File: src/rtl/fat_pkg.sv
package fat_pkg;
   // hits of the fetch address in the decoded ranges
   typedef struct packed {
      logic sfr;
      logic ram;
      logic tst;
   } fat_hit_t;

   localparam int unsigned FAT_DATA_W  = 8;
   localparam logic [FAT_DATA_W-1:0] FAT_SWI_OPC = 8'hFF;
endpackage

File: src/rtl/fat_win_hit.sv
module fat_win_hit #(
   parameter int unsigned ADDR_W = 16,
   parameter logic [ADDR_W-1:0] LO = '0,
   parameter logic [ADDR_W-1:0] HI = '1
) (
   input  logic [ADDR_W-1:0] addr_i,
   output logic              hit_o
);
   if (HI < LO) begin : g_bad
      $error("fat_win_hit: HI below LO");
   end

   if (LO == '0) begin : g_from_zero
      assign hit_o = (addr_i <= HI);
   end else begin : g_range
      assign hit_o = (addr_i >= LO) && (addr_i <= HI);
   end
endmodule

File: src/rtl/fat_opc_sel.sv
module fat_opc_sel #(
   parameter int unsigned DATA_W = 8,
   parameter logic [DATA_W-1:0] SWI_OPC = '1
) (
   input  logic              answered_i,
   input  logic [DATA_W-1:0] raw_i,
   output logic [DATA_W-1:0] opc_o
);
   always_comb begin
      opc_o = answered_i ? raw_i : SWI_OPC;
   end
endmodule

File: src/rtl/fat_swi_ctl.sv
module fat_swi_ctl (
   input  logic clk_i,
   input  logic rst_i,
   input  logic set_i,
   input  logic ack_i,
   output logic req_o
);
   logic req_q;

   always_ff @(posedge clk_i) begin
      if (rst_i) begin
         req_q <= 1'b0;
      end else begin
         req_q <= set_i | (req_q & ~ack_i);
      end
   end

   assign req_o = req_q;
endmodule

File: src/rtl/fetch_trap_swi.sv
module fetch_trap_swi
   import fat_pkg::*;
#(
   parameter int unsigned ADDR_W = 16,
   parameter int unsigned DATA_W = FAT_DATA_W,
   parameter logic [ADDR_W-1:0] SFR_LO  = 16'h0000,
   parameter logic [ADDR_W-1:0] SFR_HI  = 16'h003F,
   parameter logic [ADDR_W-1:0] RAM_LO  = 16'h0040,
   parameter logic [ADDR_W-1:0] RAM_HI  = 16'h083F,
   parameter logic [ADDR_W-1:0] TEST_LO = 16'h3F80,
   parameter logic [ADDR_W-1:0] TEST_HI = 16'h3FFF,
   parameter bit TEST_PASS = 1'b1,
   parameter logic [DATA_W-1:0] SWI_OPC = FAT_SWI_OPC
) (
   input  logic              clk_i,
   input  logic              rst_i,
   input  logic              fetch_stb_i,
   input  logic [ADDR_W-1:0] fetch_addr_i,
   input  logic              map_hit_i,
   input  logic [DATA_W-1:0] fetch_data_i,
   input  logic              nmi_busy_i,
   input  logic              swi_ack_i,
   output logic [DATA_W-1:0] opcode_o,
   output logic              trap_rst_o,
   output logic              swi_req_o
);
   localparam int unsigned N_TRAP_WIN = 2;

   if (ADDR_W < 8) begin : g_bad_aw
      $error("fetch_trap_swi: ADDR_W too small");
   end
   if (DATA_W < 1) begin : g_bad_dw
      $error("fetch_trap_swi: DATA_W must be positive");
   end
   if (TEST_PASS && (TEST_LO <= RAM_HI) && (TEST_HI >= SFR_LO)) begin : g_bad_ovl
      $error("fetch_trap_swi: test range overlaps trap ranges");
   end

   fat_hit_t            hit;
   logic [N_TRAP_WIN-1:0] trap_vec;
   logic                trap_hit;
   logic                answered;
   logic                swi_set;
   logic                trap_q;

   fat_win_hit #(.ADDR_W(ADDR_W), .LO(SFR_LO), .HI(SFR_HI)) u_sfr_win (
      .addr_i (fetch_addr_i),
      .hit_o  (hit.sfr)
   );

   fat_win_hit #(.ADDR_W(ADDR_W), .LO(RAM_LO), .HI(RAM_HI)) u_ram_win (
      .addr_i (fetch_addr_i),
      .hit_o  (hit.ram)
   );

   if (TEST_PASS) begin : g_test_win
      fat_win_hit #(.ADDR_W(ADDR_W), .LO(TEST_LO), .HI(TEST_HI)) u_tst_win (
         .addr_i (fetch_addr_i),
         .hit_o  (hit.tst)
      );
   end else begin : g_no_test_win
      assign hit.tst = 1'b0;
   end

   assign trap_vec = {hit.ram, hit.sfr};
   assign trap_hit = |trap_vec;
   assign answered = map_hit_i | hit.tst;

   fat_opc_sel #(.DATA_W(DATA_W), .SWI_OPC(SWI_OPC)) u_opc (
      .answered_i (answered),
      .raw_i      (fetch_data_i),
      .opc_o      (opcode_o)
   );

   assign swi_set = fetch_stb_i & ~trap_hit & ~nmi_busy_i & (opcode_o == SWI_OPC);

   fat_swi_ctl u_swi (
      .clk_i  (clk_i),
      .rst_i  (rst_i),
      .set_i  (swi_set),
      .ack_i  (swi_ack_i),
      .req_o  (swi_req_o)
   );

   always_ff @(posedge clk_i) begin
      if (rst_i) begin
         trap_q <= 1'b0;
      end else begin
         trap_q <= fetch_stb_i & trap_hit & ~trap_q;
      end
   end

   assign trap_rst_o = trap_q;
endmodule

File: config.mk
export PLATFORM = sky130hd
export DESIGN_NAME = fetch_trap_swi
export DESIGN_NICKNAME = d
export VERILOG_FILES = /design/src/rtl/fat_pkg.sv /design/src/rtl/fat_win_hit.sv /design/src/rtl/fat_opc_sel.sv /design/src/rtl/fat_swi_ctl.sv /design/src/rtl/fetch_trap_swi.sv
export SDC_FILE = /design/constraint.sdc
export NUM_CORES = 1
export LEC_CHECK = 0
export CORE_AREA = 2 2 39 41
export CTS_CLUSTER_SIZE = 25
export DETAILED_ROUTE_END_ITERATION = 10
export DIE_AREA = 0 0 41 43
export MAX_ROUTING_LAYER = met4
export PLACE_DENSITY = 0.7
export SYNTH_ARGS = -nofsm -noshare
export SYNTH_HDL_FRONTEND = slang
export SYNTH_SLANG_ARGS = --single-unit
File: constraint.sdc
create_clock -name clk_i -period 1.18 [get_ports clk_i]
set_input_delay 0.177 -clock clk_i [delete_from_list [all_inputs] [get_ports clk_i]]
set_output_delay 0.177 -clock clk_i [all_outputs]
set_load 0.005 [all_outputs]
==> flow_summary.yaml <==
run_status:
  status: "complete, but fails checks"
  violations: "negative setup slack"
sta:
  finalHoldViolCount: 0
  whs_ns: 0.2362
  setup_violations: 3
  fmax_ghz: 0.8164
  min_period_ns: 1.225
  setup_tns_ns: -0.1298
  relSlewSlack_pct: 87.25
  drv_slew: 0
  fin_ws_ns: -0.04494
  finalCritPeriodShare_pct: 103.8
  tightest_slew_ns: 0.1913
  grt_setup_unrepaired: "yes"
  fin_worst_skew_ns: 0
critical_path:
  arrival_ns: 1.05
  cp-end-kind: "primary output"
  critPathKind: "primary input to primary output"
  cp.required_ns: 1.00
  worst_setup_path_start_kind: "primary input"
  cp_max_fo: 6
clock_network:
  cts_tree: "done"
  cts.sinks: 2
  clk_latency_ns: 0.21
  htree_levels: 1
  cts_buffers: 3
  clk_pin_slew_ns: 0.03
  clk_path_buf_depth: 2
  root_buffer: "clkbuf_4"
logic_synthesis:
  synthTopCellsByCount: "or2_2, dfxtp_1, nand4_1, nor3b_1"
  synth_area_leaders: "or2_2, dfxtp_1, nor3b_1, nor4b_2, nand4_1"
  synth.distinct_cells: 15
  synth-simple-area-share_pct: 67.05
  synth_top_area_share_pct: 23.12
  synth_seq_area_share_pct: 18.50
  synth_edf_count: 0
  async_flop_share_pct: 0
  netlist_instances: 25
  synthMuxAreaShare_pct: 0
  synth_top_family_by_area: "simple AND/OR/NAND/NOR gates"
  synth_ff_type: "dfxtp_1"
  synth.most_common_cell: "or2_2"
  ys_seq_elements: 2
  synth_compound_area_share_pct: 14.45
  synth_area_leader_cell: "or2_2"
  synth_nets: 55
  synth.avg_cell_area_um2: 8.658
  synthXorXnorAreaFrac_pct: 0
  synth_area_um2: 216.5
  yosysWarnings: 0
  synthAdderAreaFrac_pct: 0
floorplanning:
  pin_count: 40
  design.core.area_um2: 1384
  dieArea_um2: 1763
  start_util_pct: 15.64
  rows: 14
  die_x_um: 41
  die_h_um: 43
placed_design:
  numPortBuffers: 33
  gp_congestion: 0.7715
  hpwlAfterDp_um: 692.1
  placed_area_um2: 596.8
  pre_cts_slack_ns: -0.9223
pwr:
  p_leak_nw: 0.2729
  total_power_uw: 372.0
  power_density_nw_per_um2: 598.2
  peakVddDrop_uv: 639.9
global_routing:
  grt_pass1_wl_mm: 1.228
  grt_usage_pct: 10.16
  grt_start_max_net_pins: 7
  grt_pass1_vias: 309
  grt_overflow: 0
  antenna_found_initial: 0
final_layout:
  fill_cells: 144
  area_delta_synth_final_pct: 187.3
  fin_nets: 99
  antenna_cells: 0
  drive_gt1_share_pct: 62.69
  fin_area_um2: 621.8
route:
  drc_errors: 0
  detail_route.wirelength_um: 822
  viasPerCell: 4.277
  firstDrtPassIters: 4
  drtIter0Drc: 3
  vias: 355
  drtAntennaViolNets: 0
  wl_per_cell_um: 9.904
hold_path:
  hp-class: "primary input to flip-flop"
job:
  drv_cap: 0
-- final timing paths --
path,startpoint,slack [ns],depth (start not counted),endpoint
setup / recovery,fetch_addr_i[10],-0.04,6,opcode_o[4]
hold / removal,fetch_addr_i[13],0.24,4,trap_rst_o
setup reg to reg,u_swi.req_o,0.48,2,u_swi.req_o
hold reg to reg,trap_rst_o,0.42,1,trap_rst_o
-- sequential cells by signal, summed over array words and instances, names as in the netlist --
signal	flops
trap_rst_o	1
u_swi.req_o	1
-- cell type report --
class / instances / area [um2] / area share (%)
Timing Repair Buffer: 39 / 334.1 / 53.72
Tap cell: 16 / 20.02 / 3.219
Multi-Input combinational cell: 23 / 205.2 / 33.00
Sequential cell: 2 / 40.04 / 6.439
Clock buffer: 3 / 22.52 / 3.622
-- cell usage in the layout, fill, tap and decap left out, drive strengths merged --
cell and instances:
buf 23, dlygate4sd2 8, or2 8, clkdlybuf4s50 7, clkbuf 3, nor3b 2, nand4 2, dfxtp 2
nor2 2, and4 1, and3 1, a31oi 1, or4 1, o21ai 1, nand3 1, nor4b 1
o21bai 1, a31o 1, clkdlybuf4s15 1
-- logic make-up (layout without fill, tap and decap cells) --
group / after synthesis / in the layout
AOI/OAI and AO/OA: 4 / 4
DFF: 2 / 2
buffers and inverters: 0 / 42
and+or+nand+nor: 19 / 19
-- report_power, final --
group / total, mW / switching, mW / internal, mW
Combinational: 0.157 / 0.0472 / 0.110
Sequential: 0.0703 / 0.000559 / 0.0698
Clock: 0.145 / 0.0332 / 0.112
-- timing repair --
item,CTS,global route
setup buffers,2,0
cloned,0,0
endpoints found under the hold margin,0,0
gates resized for setup,92,0
pin swaps,8,3
hold buffers,0,0
endpoints found under the setup margin,12,9
-- critical path: stages --
cell     delay [ns]
buf_6          0.07
and4_4         0.23
a31oi_4        0.10
buf_6          0.14
or2_4          0.22
buf_6          0.11
-- metrics by stage --
stage	instances	util, %
5_1_grt	83	44.94
3_5_place_dp	78	43.13
2_1_floorplan	25	-
6_report	83	44.94
4_1_cts	83	44.94
3_3_place_gp	78	43.13
-- layer usage --
layer	global-route usage, %	share of wire [%]	vias up
met5	-	0	-
met4	4.000	0	0
met3	3.141	14	0
met2	16.56	50	23
met1	10.86	36	151
li1	-	-	181
Power figures use the tool's default switching activity.
